**src/rtl/bar_alloc_pkg.sv**
```systemverilog
package bar_alloc_pkg;

  typedef enum logic [3:0] {
    ST_IDLE, ST_ONES_LO, ST_READ_LO, ST_ONES_HI, ST_READ_HI,
    ST_BASE_LO, ST_BASE_HI, ST_STEP, ST_DONE
  } eng_state_e;

  localparam logic [31:0] ALL_ONES = 32'hFFFF_FFFF;

  // memory window whose type field marks a 64-bit decoder
  function automatic logic is_mem64(input logic [31:0] rb);
    return !rb[0] && (rb[2:1] == 2'b10);
  endfunction

  // two's complement of an address mask gives the window size
  function automatic logic [63:0] size_of_mask(input logic [63:0] m);
    return ~m + 64'd1;
  endfunction

  // round a pointer up to a multiple of a power-of-two size
  function automatic logic [63:0] round_up(input logic [63:0] p, input logic [63:0] s);
    return (p + s - 64'd1) & ~(s - 64'd1);
  endfunction

endpackage

```
**src/rtl/bar_attr_decode.sv**
```systemverilog
module bar_attr_decode
  import bar_alloc_pkg::*;
(
  input  logic [31:0] lo_rb_i,
  input  logic [31:0] hi_rb_i,
  input  logic        hi_present_i,
  output logic        empty_o,
  output logic        io_o,
  output logic        w64_o,
  output logic        pref_o,
  output logic [63:0] size_o
);
  logic [31:0] lo_clr;
  logic [31:0] hi_mask;

  always_comb begin
    io_o    = lo_rb_i[0];
    w64_o   = is_mem64(lo_rb_i);
    pref_o  = !lo_rb_i[0] && lo_rb_i[3];
    empty_o = (lo_rb_i == 32'd0);
    lo_clr  = lo_rb_i[0] ? (lo_rb_i & 32'hFFFF_FFFC) : (lo_rb_i & 32'hFFFF_FFF0);
    hi_mask = (w64_o && hi_present_i) ? hi_rb_i : ALL_ONES;
    size_o  = size_of_mask({hi_mask, lo_clr});
  end
endmodule

```
**src/rtl/bar_space_ptr.sv**
```systemverilog
module bar_space_ptr
  import bar_alloc_pkg::*;
#(
  parameter int PW = 32,
  parameter logic [PW-1:0] INIT = '0
) (
  input  logic        clk,
  input  logic        rst_n,
  input  logic        load_i,
  input  logic        take_i,
  input  logic [63:0] size_i,
  output logic [63:0] base_o
);
  logic [PW-1:0] ptr_q;
  logic [63:0]   ptr_ext;

  assign ptr_ext = 64'(ptr_q);
  assign base_o  = round_up(ptr_ext, size_i);

  always_ff @(posedge clk or negedge rst_n) begin
    if (!rst_n)      ptr_q <= INIT;
    else if (load_i) ptr_q <= INIT;
    else if (take_i) ptr_q <= PW'(base_o + size_i);
  end


  base_not_below_chk: assert property (@(posedge clk) disable iff (!rst_n)
    take_i |-> (base_o >= ptr_ext));


  ptr_moves_past_base_chk: assert property (@(posedge clk) disable iff (!rst_n)
    take_i && !load_i |=> (ptr_ext == 64'(PW'($past(base_o) + $past(size_i)))));
endmodule

```
**src/rtl/bar_alloc_engine.sv**
```systemverilog
module bar_alloc_engine
  import bar_alloc_pkg::*;
#(
  parameter int NUM_BARS = 6,
  parameter logic [31:0] NP_INIT = 32'h4000_0010,
  parameter logic [63:0] PF_INIT = 64'h0000_0004_0000_0800,
  localparam int IW = $clog2(NUM_BARS),
  localparam int CW = $clog2(NUM_BARS + 2)
) (
  input  logic                   clk,
  input  logic                   rst_n,
  input  logic                   start_i,
  output logic                   cfg_req_valid_o,
  output logic                   cfg_req_write_o,
  output logic [IW-1:0]          cfg_req_idx_o,
  output logic [31:0]            cfg_req_wdata_o,
  input  logic                   cfg_rsp_valid_i,
  input  logic [31:0]            cfg_rsp_rdata_i,
  output logic                   done_o,
  output logic [NUM_BARS-1:0]    bar_valid_o,
  output logic [NUM_BARS-1:0]    bar_io_o,
  output logic [NUM_BARS-1:0]    bar_64_o,
  output logic [NUM_BARS-1:0]    bar_pref_o,
  output logic [NUM_BARS*64-1:0] bar_size_o,
  output logic [NUM_BARS*64-1:0] bar_base_o
);
  eng_state_e  state_q;
  logic [CW-1:0] idx_q;
  logic [31:0] lo_rb_q, hi_rb_q;
  logic        hi_taken_q;
  logic [63:0] base_q;

  logic [NUM_BARS-1:0] res_valid_q, res_io_q, res_64_q, res_pref_q;
  logic [63:0] res_size_q [NUM_BARS];
  logic [63:0] res_base_q [NUM_BARS];

  // named events for the assertions
  logic idle_like, start_ev, commit_ev;
  logic dec_empty, dec_io, dec_w64, dec_pref;
  logic [63:0] dec_size, np_base, pf_base, cur_base;
  logic [CW-1:0] nxt_idx;
  logic [IW-1:0] hi_idx;

  assign idle_like = (state_q == ST_IDLE) || (state_q == ST_DONE);
  assign start_ev  = idle_like && start_i;
  assign commit_ev = (state_q == ST_BASE_LO) && cfg_rsp_valid_i;
  assign nxt_idx   = idx_q + (hi_taken_q ? CW'(2) : CW'(1));
  assign hi_idx    = IW'(idx_q + CW'(1));
  assign done_o    = (state_q == ST_DONE);

  bar_attr_decode u_dec (
    .lo_rb_i(lo_rb_q), .hi_rb_i(hi_rb_q), .hi_present_i(hi_taken_q),
    .empty_o(dec_empty), .io_o(dec_io), .w64_o(dec_w64), .pref_o(dec_pref),
    .size_o(dec_size)
  );

  bar_space_ptr #(.PW(32), .INIT(NP_INIT)) u_np_ptr (
    .clk(clk), .rst_n(rst_n), .load_i(start_ev),
    .take_i(commit_ev && !dec_pref), .size_i(dec_size), .base_o(np_base)
  );

  bar_space_ptr #(.PW(64), .INIT(PF_INIT)) u_pf_ptr (
    .clk(clk), .rst_n(rst_n), .load_i(start_ev),
    .take_i(commit_ev && dec_pref), .size_i(dec_size), .base_o(pf_base)
  );

  assign cur_base = dec_pref ? pf_base : np_base;

  always_comb begin
    cfg_req_valid_o = 1'b0;
    cfg_req_write_o = 1'b0;
    cfg_req_idx_o   = idx_q[IW-1:0];
    cfg_req_wdata_o = ALL_ONES;
    case (state_q)
      ST_ONES_LO: begin cfg_req_valid_o = 1'b1; cfg_req_write_o = 1'b1; end
      ST_READ_LO: cfg_req_valid_o = 1'b1;
      ST_ONES_HI: begin cfg_req_valid_o = 1'b1; cfg_req_write_o = 1'b1; cfg_req_idx_o = hi_idx; end
      ST_READ_HI: begin cfg_req_valid_o = 1'b1; cfg_req_idx_o = hi_idx; end
      ST_BASE_LO: begin
        cfg_req_valid_o = 1'b1; cfg_req_write_o = 1'b1; cfg_req_wdata_o = cur_base[31:0];
      end
      ST_BASE_HI: begin
        cfg_req_valid_o = 1'b1; cfg_req_write_o = 1'b1; cfg_req_idx_o = hi_idx;
        cfg_req_wdata_o = base_q[63:32];
      end
      default: ;
    endcase
  end

  always_ff @(posedge clk or negedge rst_n) begin
    if (!rst_n) begin
      state_q     <= ST_IDLE;
      idx_q       <= '0;
      lo_rb_q     <= '0;
      hi_rb_q     <= ALL_ONES;
      hi_taken_q  <= 1'b0;
      base_q      <= '0;
      res_valid_q <= '0;
      res_io_q    <= '0;
      res_64_q    <= '0;
      res_pref_q  <= '0;
      for (int k = 0; k < NUM_BARS; k++) begin
        res_size_q[k] <= '0;
        res_base_q[k] <= '0;
      end
    end else begin
      case (state_q)
        ST_IDLE, ST_DONE: if (start_i) begin
          idx_q       <= '0;
          res_valid_q <= '0;
          res_io_q    <= '0;
          res_64_q    <= '0;
          res_pref_q  <= '0;
          for (int k = 0; k < NUM_BARS; k++) begin
            res_size_q[k] <= '0;
            res_base_q[k] <= '0;
          end
          state_q <= ST_ONES_LO;
        end
        ST_ONES_LO: if (cfg_rsp_valid_i) state_q <= ST_READ_LO;
        ST_READ_LO: if (cfg_rsp_valid_i) begin
          lo_rb_q    <= cfg_rsp_rdata_i;
          hi_rb_q    <= ALL_ONES;
          hi_taken_q <= 1'b0;
          if (cfg_rsp_rdata_i == 32'd0) state_q <= ST_STEP;
          else if (is_mem64(cfg_rsp_rdata_i) && (idx_q < CW'(NUM_BARS - 1))) state_q <= ST_ONES_HI;
          else state_q <= ST_BASE_LO;
        end
        ST_ONES_HI: if (cfg_rsp_valid_i) state_q <= ST_READ_HI;
        ST_READ_HI: if (cfg_rsp_valid_i) begin
          hi_rb_q    <= cfg_rsp_rdata_i;
          hi_taken_q <= 1'b1;
          state_q    <= ST_BASE_LO;
        end
        ST_BASE_LO: if (cfg_rsp_valid_i) begin
          res_valid_q[idx_q[IW-1:0]] <= 1'b1;
          res_io_q[idx_q[IW-1:0]]    <= dec_io;
          res_64_q[idx_q[IW-1:0]]    <= dec_w64;
          res_pref_q[idx_q[IW-1:0]]  <= dec_pref;
          res_size_q[idx_q[IW-1:0]]  <= dec_size;
          res_base_q[idx_q[IW-1:0]]  <= cur_base;
          base_q  <= cur_base;
          state_q <= hi_taken_q ? ST_BASE_HI : ST_STEP;
        end
        ST_BASE_HI: if (cfg_rsp_valid_i) state_q <= ST_STEP;
        ST_STEP: begin
          idx_q   <= nxt_idx;
          state_q <= (nxt_idx >= CW'(NUM_BARS)) ? ST_DONE : ST_ONES_LO;
        end
        default: state_q <= ST_IDLE;
      endcase
    end
  end

  for (genvar g = 0; g < NUM_BARS; g++) begin : g_out
    assign bar_size_o[g*64 +: 64] = res_size_q[g];
    assign bar_base_o[g*64 +: 64] = res_base_q[g];
  end
  assign bar_valid_o = res_valid_q;
  assign bar_io_o    = res_io_q;
  assign bar_64_o    = res_64_q;
  assign bar_pref_o  = res_pref_q;


  req_hold_chk: assert property (@(posedge clk) disable iff (!rst_n)
    cfg_req_valid_o && !cfg_rsp_valid_i |=> cfg_req_valid_o && $stable(cfg_req_idx_o)
      && $stable(cfg_req_write_o) && $stable(cfg_req_wdata_o));


  done_quiet_chk: assert property (@(posedge clk) disable iff (!rst_n)
    done_o |-> !cfg_req_valid_o);


  result_hold_chk: assert property (@(posedge clk) disable iff (!rst_n)
    done_o && !start_i |=> done_o && $stable(bar_valid_o) && $stable(bar_base_o)
      && $stable(bar_size_o));


  no_empty_commit_chk: assert property (@(posedge clk) disable iff (!rst_n)
    commit_ev |-> !dec_empty);


  size_pow2_chk: assert property (@(posedge clk) disable iff (!rst_n)
    commit_ev |-> ($countones(dec_size) == 1));


  pair_upper_write_chk: assert property (@(posedge clk) disable iff (!rst_n)
    commit_ev && hi_taken_q |=> cfg_req_valid_o && cfg_req_write_o && (cfg_req_idx_o == hi_idx));
endmodule

```
**config.mk**
```make
export PLATFORM = sky130hd
export DESIGN_NAME = bar_alloc_engine
export DESIGN_NICKNAME = d
export VERILOG_FILES = /design/src/rtl/bar_alloc_pkg.sv /design/src/rtl/bar_attr_decode.sv /design/src/rtl/bar_space_ptr.sv /design/src/rtl/bar_alloc_engine.sv
export SDC_FILE = /design/constraint.sdc
export NUM_CORES = 2
export LEC_CHECK = 0
export ABC_AREA = 1
export BUFFER_PORTS_ARGS = -buffer_cell sky130_fd_sc_hd__buf_2
export CORE_UTILIZATION = 30
export CTS_CLUSTER_SIZE = 16
export DETAILED_ROUTE_END_ITERATION = 8
export GPL_ROUTABILITY_DRIVEN = 0
export PLACE_DENSITY = 0.55
export SLEW_MARGIN = 15
export SYNTH_ARGS = -nofsm -noshare
export SYNTH_HDL_FRONTEND = slang
export SYNTH_HIERARCHICAL = 1
export SYNTH_SLANG_ARGS = --single-unit
```
**constraint.sdc**
```tcl
create_clock -name clk -period 7 [get_ports clk]
set_input_delay 0.7 -clock clk [delete_from_list [all_inputs] [get_ports clk]]
set_output_delay 0.7 -clock clk [all_outputs]
set_load 0.02 [all_outputs]
```
Word level (Yosys, flattened, before mapping)
Cells that the tools add are included.

word-level totals
  bits in writable memories = 0
  flip-flop bits (word level) = 1024
  latch bits = 0
  ROM bits = 0
  memories = 0

cells by class
  reduce and logical (&&, ||, !) cells = 32
  multipliers = 0
  muxes and demuxes = 55
  bitwise gates (word level) = 6
  equal/unequal tests = 17
  shift operators = 0
  magnitude comparators = 6
  add/subtract/negate cells = 10
  divide/modulo/power cells = 0

operator list
  kind                                                                    count
  384-bit one-hot mux with 2 select lines                                 2
  384-bit 2-to-1 mux                                                      3
  384-bit bitwise mux                                                     2
  64-bit 2-to-1 mux                                                       4
  64-bit demux with 3-bit select                                          1
  64-bit by 1-bit subtractor with 64-bit output (second input constant)   3
  32-bit 2-to-1 mux                                                       5
  64-bit adder                                                            2
  64-bit bitwise AND                                                      2
  64-bit inverter                                                         2
  32-bit one-hot mux with 2 select lines                                  2
  32-bit by 64-bit adder with 64-bit output                               1
  64-bit by 1-bit adder with 64-bit output (second input constant)        1
  6-bit one-hot mux with 2 select lines                                   4
  4-bit 2-to-1 mux                                                        9
  32-bit adder                                                            1
  32-bit logical NOT                                                      1
  4-bit one-hot mux with 8 select lines                                   1
  6-bit 2-to-1 mux                                                        5
  6-bit bitwise mux                                                       3
  4-bit by 3-bit equality test with 1-bit output (second input constant)  4
  2-bit inequality test (second input constant)                           7
  3-bit 2-to-1 mux                                                        4
  1-bit logical AND                                                       11
  30 further kinds                                                        46

Longest topological paths before layout
  word-level depth = 13
  mapped depth = 43
  gate-level depth less buffers = 43

By module
Netlist, hierarchy kept.

by module, submodules not included
  module                    times used  sequential area each (µm²)  cells each  area an instance (µm²)
  bar_alloc_engine          1           22461.5                     3542        35064.9
  bar_space_ptr (u_pf_ptr)  1           1604.0                      2646        14786.7
  bar_space_ptr (u_np_ptr)  1           803.3                       1951        10849.2
  bar_attr_decode           1           0.0                         513         2666.3

Worst setup path after synthesis
Ideal clock, no wire load.

  path type = reg-to-reg
  start point = register lo_rb_q[0]
  end point = register u_pf_ptr.ptr_q[62] (netlist: u_pf_ptr/ptr_ext[62])
  setup slack = 1.347 ns
  cell stages (with the launch flop) = 39
  data arrival time = 5.536 ns
  cell sequence = dfrtp_1 -> nand2_1 -> ha_1 -> nand2_2 -> nor2_4 -> xnor2_1 -> inv_1 -> ha_1 -> inv_1 -> ha_1 -> a21oi_1 -> nand2_1 -> nand2_1 -> nand3_1 -> nand2_1 -> nand2_1 -> nand3_1 -> nand2_1 -> [... 3 more ...] -> nand2_1 -> a21oi_1 -> o21ai_1 -> a21oi_1 -> xor2_1 -> nor2_1 -> ha_1 -> clkbuf_1 -> a21oi_1 -> inv_1 -> a21oi_1 -> nand2_1 -> nor2_1 -> nand2_1 -> nand3_1 -> nand3_1 -> nand3_1 -> nand2_1

between the ends
  elaborated cells between the ends (all ways) = 18

RTL lines
  what                                                                                     line                     source
  from (decl)                                                                              bar_alloc_engine.sv:29   logic [31:0] lo_rb_q, hi_rb_q;
  from (signal assigned)                                                                   bar_alloc_engine.sv:122  lo_rb_q <= cfg_rsp_rdata_i;
  4-bit 2-to-1 mux (*)                                                                     bar_attr_decode.sv:21    lo_clr = lo_rb_i[0] ? (lo_rb_i & 32'hFFFF_FFFC) : (lo_rb_i & 32'hFFFF_FFF0);
  64-bit inverter (*)                                                                      bar_alloc_pkg.sv:17      return ~m + 64'd1;
  64-bit by 1-bit adder with 64-bit output (*)                                             bar_alloc_pkg.sv:17
  named net dec_size[8]                                                                    bar_alloc_engine.sv:40   logic [63:0] dec_size, np_base, pf_base, cur_base;
  64-bit adder / 64-bit by 1-bit subtractor with 64-bit output (equally long branches)     bar_alloc_pkg.sv:22      return (p + s - 64'd1) & ~(s - 64'd1);
  64-bit by 1-bit subtractor with 64-bit output / 64-bit inverter (equally long branches)  bar_alloc_pkg.sv:22
  64-bit bitwise AND (*)                                                                   bar_alloc_pkg.sv:22
  named net pf_base[45]                                                                    bar_alloc_engine.sv:40
  64-bit adder (*)                                                                         bar_space_ptr.sv:23      else if (take_i) ptr_q <= PW'(base_o + size_i);
  64-bit 2-to-1 mux (*)                                                                    bar_space_ptr.sv:23
  64-bit 2-to-1 mux (*)                                                                    bar_space_ptr.sv:22      else if (load_i) ptr_q <= INIT;
  to (signal assigned)                                                                     bar_space_ptr.sv:23
  to (decl)                                                                                bar_space_ptr.sv:14      logic [PW-1:0] ptr_q;

Mark *: on every way through the listed nets, which the timed path passes. The rest lies on a longest branch. The select of a mux whose other input is x is not followed.
A chain may end at the register's enable or synchronous reset.

Worst setup path after layout
  start point = register lo_rb_q[0]
  end point = output cfg_req_wdata_o[30]

between the ends
  cells in the longest elaborated chain, start to end = 8
  elaborated cells between the ends (all ways) = 15

ends and longest elaborated chain
  what                                                                                     line                    source
  4-bit 2-to-1 mux (*)                                                                     bar_attr_decode.sv:21
  64-bit inverter (*)                                                                      bar_alloc_pkg.sv:17
  64-bit by 1-bit adder with 64-bit output (*)                                             bar_alloc_pkg.sv:17
  named net dec_size[23]                                                                   bar_alloc_engine.sv:40
  64-bit adder / 64-bit by 1-bit subtractor with 64-bit output (equally long branches)     bar_alloc_pkg.sv:22
  64-bit by 1-bit subtractor with 64-bit output / 64-bit inverter (equally long branches)  bar_alloc_pkg.sv:22
  64-bit bitwise AND (*)                                                                   bar_alloc_pkg.sv:22
  named net pf_base[30]                                                                    bar_alloc_engine.sv:40
  64-bit 2-to-1 mux (*)                                                                    bar_alloc_engine.sv:67  assign cur_base = dec_pref ? pf_base : np_base;
  32-bit one-hot mux with 2 select lines (*)                                               bar_alloc_engine.sv:74  case (state_q)
  to (decl)                                                                                bar_alloc_engine.sv:16  output logic [31:0] cfg_req_wdata_o,

Mark *: on every way through the listed nets, which the timed path passes. The rest lies on a longest branch.

==> flow_summary_export.csv <==
group,metric,value,unit
clock_tree,numCtsBuffers,114,
worst_setup_path,endpoint_kind,"output pin",
worst_setup_path,crit_required,6.30,ns
sta,holdWs,0.1725,ns
floorplan,die_h,461.5,um
detailed_routing,drt_first_pass_iters,9,
global_routing,grt_pass1_vias,61075,
sta,hold_viol_final,0,
detailed_routing,totalWireLength,309.5,mm
worst_hold_path,hold_end,"hi_rb_q[30]",
sta,relSlewSlack,9.033,%
floorplan,start_util,30.20,%
clock_tree,tritoncts,"done",
sta,finalSetupTns,0,ns
sta,period_needed,6.905,ns
outcome,outcome,"finished, final reports clean",
placement,dp_hpwl,236.5,mm
detailed_routing,antenna_left,0,
worst_setup_path,path_delay_family,"simple AND/OR/NAND/NOR gates",
yosys,synth.avg_cell_area,7.325,sq um
sta,rsz0062_at_grt,"yes",
flow_run,maxCapViolCount,0,
detailed_routing,drt_iter0_markers,8123,
global_routing,antenna_found_initial,44,
floorplan,io_pins,866,
worst_setup_path,r2r.worst_path.cells,34,
floorplan,rows,168,
worst_hold_path,whs_path_depth,3,
clock_tree,cts.sinks,992,
clock_tree,htreeDepth,3,
worst_hold_path,hold_class,"input pin to flip-flop",
sta,max_freq,144.8,MHz
finish,areaGrowthSynthToFinish,18.71,%
finish,layout.nets,9832,
floorplan,core_area,209800,sq um
worst_setup_path,worstSetupPathType,"flip-flop to output pin",
clock_tree,clockBufferDepth,3,
global_routing,grt_overflow,0,
global_routing,track_usage,27.89,%
placement,numPortBuffers,865,
worst_hold_path,min_from,"cfg_rsp_rdata_i[30]",
worst_setup_path,cpMaxStageDelayCell,"nor3_2",
finish,drive_gt1_share,16.21,%
yosys,yosys_warnings,6,
finish,n_fill_cell,22486,
worst_setup_path,slowest_delay,0.42,ns
worst_setup_path,crit_path_start_kind,"flip-flop",
worst_setup_path,timing.reg2reg.setup_slack,0.29,ns
worst_setup_path,cp_max_fo,8,
clock_tree,clkLatencyLatePin,0.85,ns
detailed_routing,dr_total_vias,66459,
sta,clock-skew-final,0.1367,ns
worst_setup_path,cp_common_cell,"nand2_1",
yosys,syn_inst,8649,
finish,final_core_util,35.85,%
sta,finalSetupViolCount,0,
floorplan,fp.dieW,461.5,um
detailed_routing,wl_per_cell,24.98,um
yosys,syn_area,63350,sq um
global_routing,grt_pass1_wl,434.9,mm
detailed_routing,vias_per_cell,5.364,
detailed_routing,drc,0,
sta,fin_crit_sh,98.65,%
worst_setup_path,r2r_start,"lo_rb_q[0]",
worst_setup_path,reg2reg_to,"u_pf_ptr/ptr_ext[57]",
clock_tree,clk_pin_slew,0.06,ns
sta,final_max_slew_viol_count,0,
worst_setup_path,path_buf_inv,7,
worst_setup_path,cp.arrival,6.21,ns
sta,worst_pin_slew,1.355,ns
global_routing,grt_max_degree,211,
clock_tree,cts_root_buffer,"clkbuf_16",
floorplan,die-area,213000,sq um
-- worst max path at each step --
| stage | from | to | slack [ns] | cells past startpoint |
|---|---|---|---|---|
| detailed placement | lo_rb_q[0] | u_pf_ptr/ptr_ext[63] | 0.02 | 33 |
| CTS | lo_rb_q[0] | cfg_req_wdata_o[27] | 0.06 | 24 |
| global placement | lo_rb_q[0] | u_pf_ptr/ptr_ext[61] | -0.11 | 33 |
| floorplan | lo_rb_q[0] | u_pf_ptr/ptr_ext[62] | 1.35 | 38 |
| global route | lo_rb_q[0] | u_pf_ptr/ptr_ext[57] | -0.02 | 34 |
| finish | lo_rb_q[0] | cfg_req_wdata_o[30] | 0.09 | 27 |
-- cell type report --
type	count	area (sq um)	share of cell area, %
clock inverter	46	663.1	0.8817
multi-input combinational	6039	32220	42.84
clock buffer	165	3294	4.380
antenna	24	60.06	0.07985
sequential	992	24870	33.07
inverter	1287	4851	6.450
timing repair buffer	1032	5746	7.639
tap	2805	3510	4.667
-- worst reg2reg max path, delay by kind of cell (launching register included) --
family	cells	cell delay, ns
and+or+nand+nor	19	2.68
AOI/OAI and AO/OA	6	1.36
adders and majority gates	3	1.06
buffers and inverters	5	0.74
DFF	1	0.40
xor gates and xnor gates	1	0.28
-- cells in the final DEF (no fill, tap or decap), drive strengths merged, types with 52 or more instances in the layout --
| cell | n |
|---|---|
| nor2 | 829 |
| clkbuf | 165 |
| xnor2 | 52 |
| buf | 1031 |
| nand2 | 1747 |
| inv | 1281 |
| o21ai | 1055 |
| a31oi | 69 |
| xor2 | 157 |
| nand4 | 109 |
| dfrtp | 956 |
| nand3 | 997 |
| ha | 325 |
| nor3 | 117 |
| a21oi | 382 |
-- sequential cells by signal, indices dropped and copies added, names as in the netlist --
| name | count |
|---|---|
| bar_base_o | 384 |
| u_pf_ptr/ptr_ext | 64 |
| bar_io_o | 6 |
| state_q | 4 |
| bar_valid_o | 6 |
| u_np_ptr/ptr_q | 32 |
| hi_rb_q | 32 |
| lo_rb_q | 32 |
| bar_64_o | 6 |
| hi_taken_q | 1 |
| base_q | 32 |
| idx_q | 3 |
| bar_pref_o | 6 |
| bar_size_o | 384 |
-- timing repair --
item	CTS	global route
endpoints found under the hold margin	30	0
cloned	0	0
setup endpoints to repair	9	25
hold buffers	1	0
buffers inserted	0	12
resized for setup	5	30
pin swaps	0	2
-- stage by stage --
stage | std cells | cell area, sq um | setup slack (ns)
after global routing | 12372 | 75160 | -0.02303
after CTS | 12354 | 74910 | 0.06219
after floorplan | 8650 | 63360 | 1.347
final | 12390 | 75210 | 0.09468
after global placement | 12142 | 70920 | -0.1088
after detailed placement | 12142 | 70920 | 0.02042
-- layer usage --
| layer | routed length [um] | track usage [%] | share of wire [%] |
|---|---|---|---|
| met5 | 83 | 0 | 0.027 |
| met4 | 24650 | 18.90 | 8.0 |
| met3 | 30590 | 6.360 | 9.9 |
| met2 | 132700 | 42.61 | 43 |
| met1 | 121500 | 34.97 | 39 |
Power is left out: the tool's default activity adds up to more than one toggle a clock period on the data nets, which glitch-free logic cannot reach.
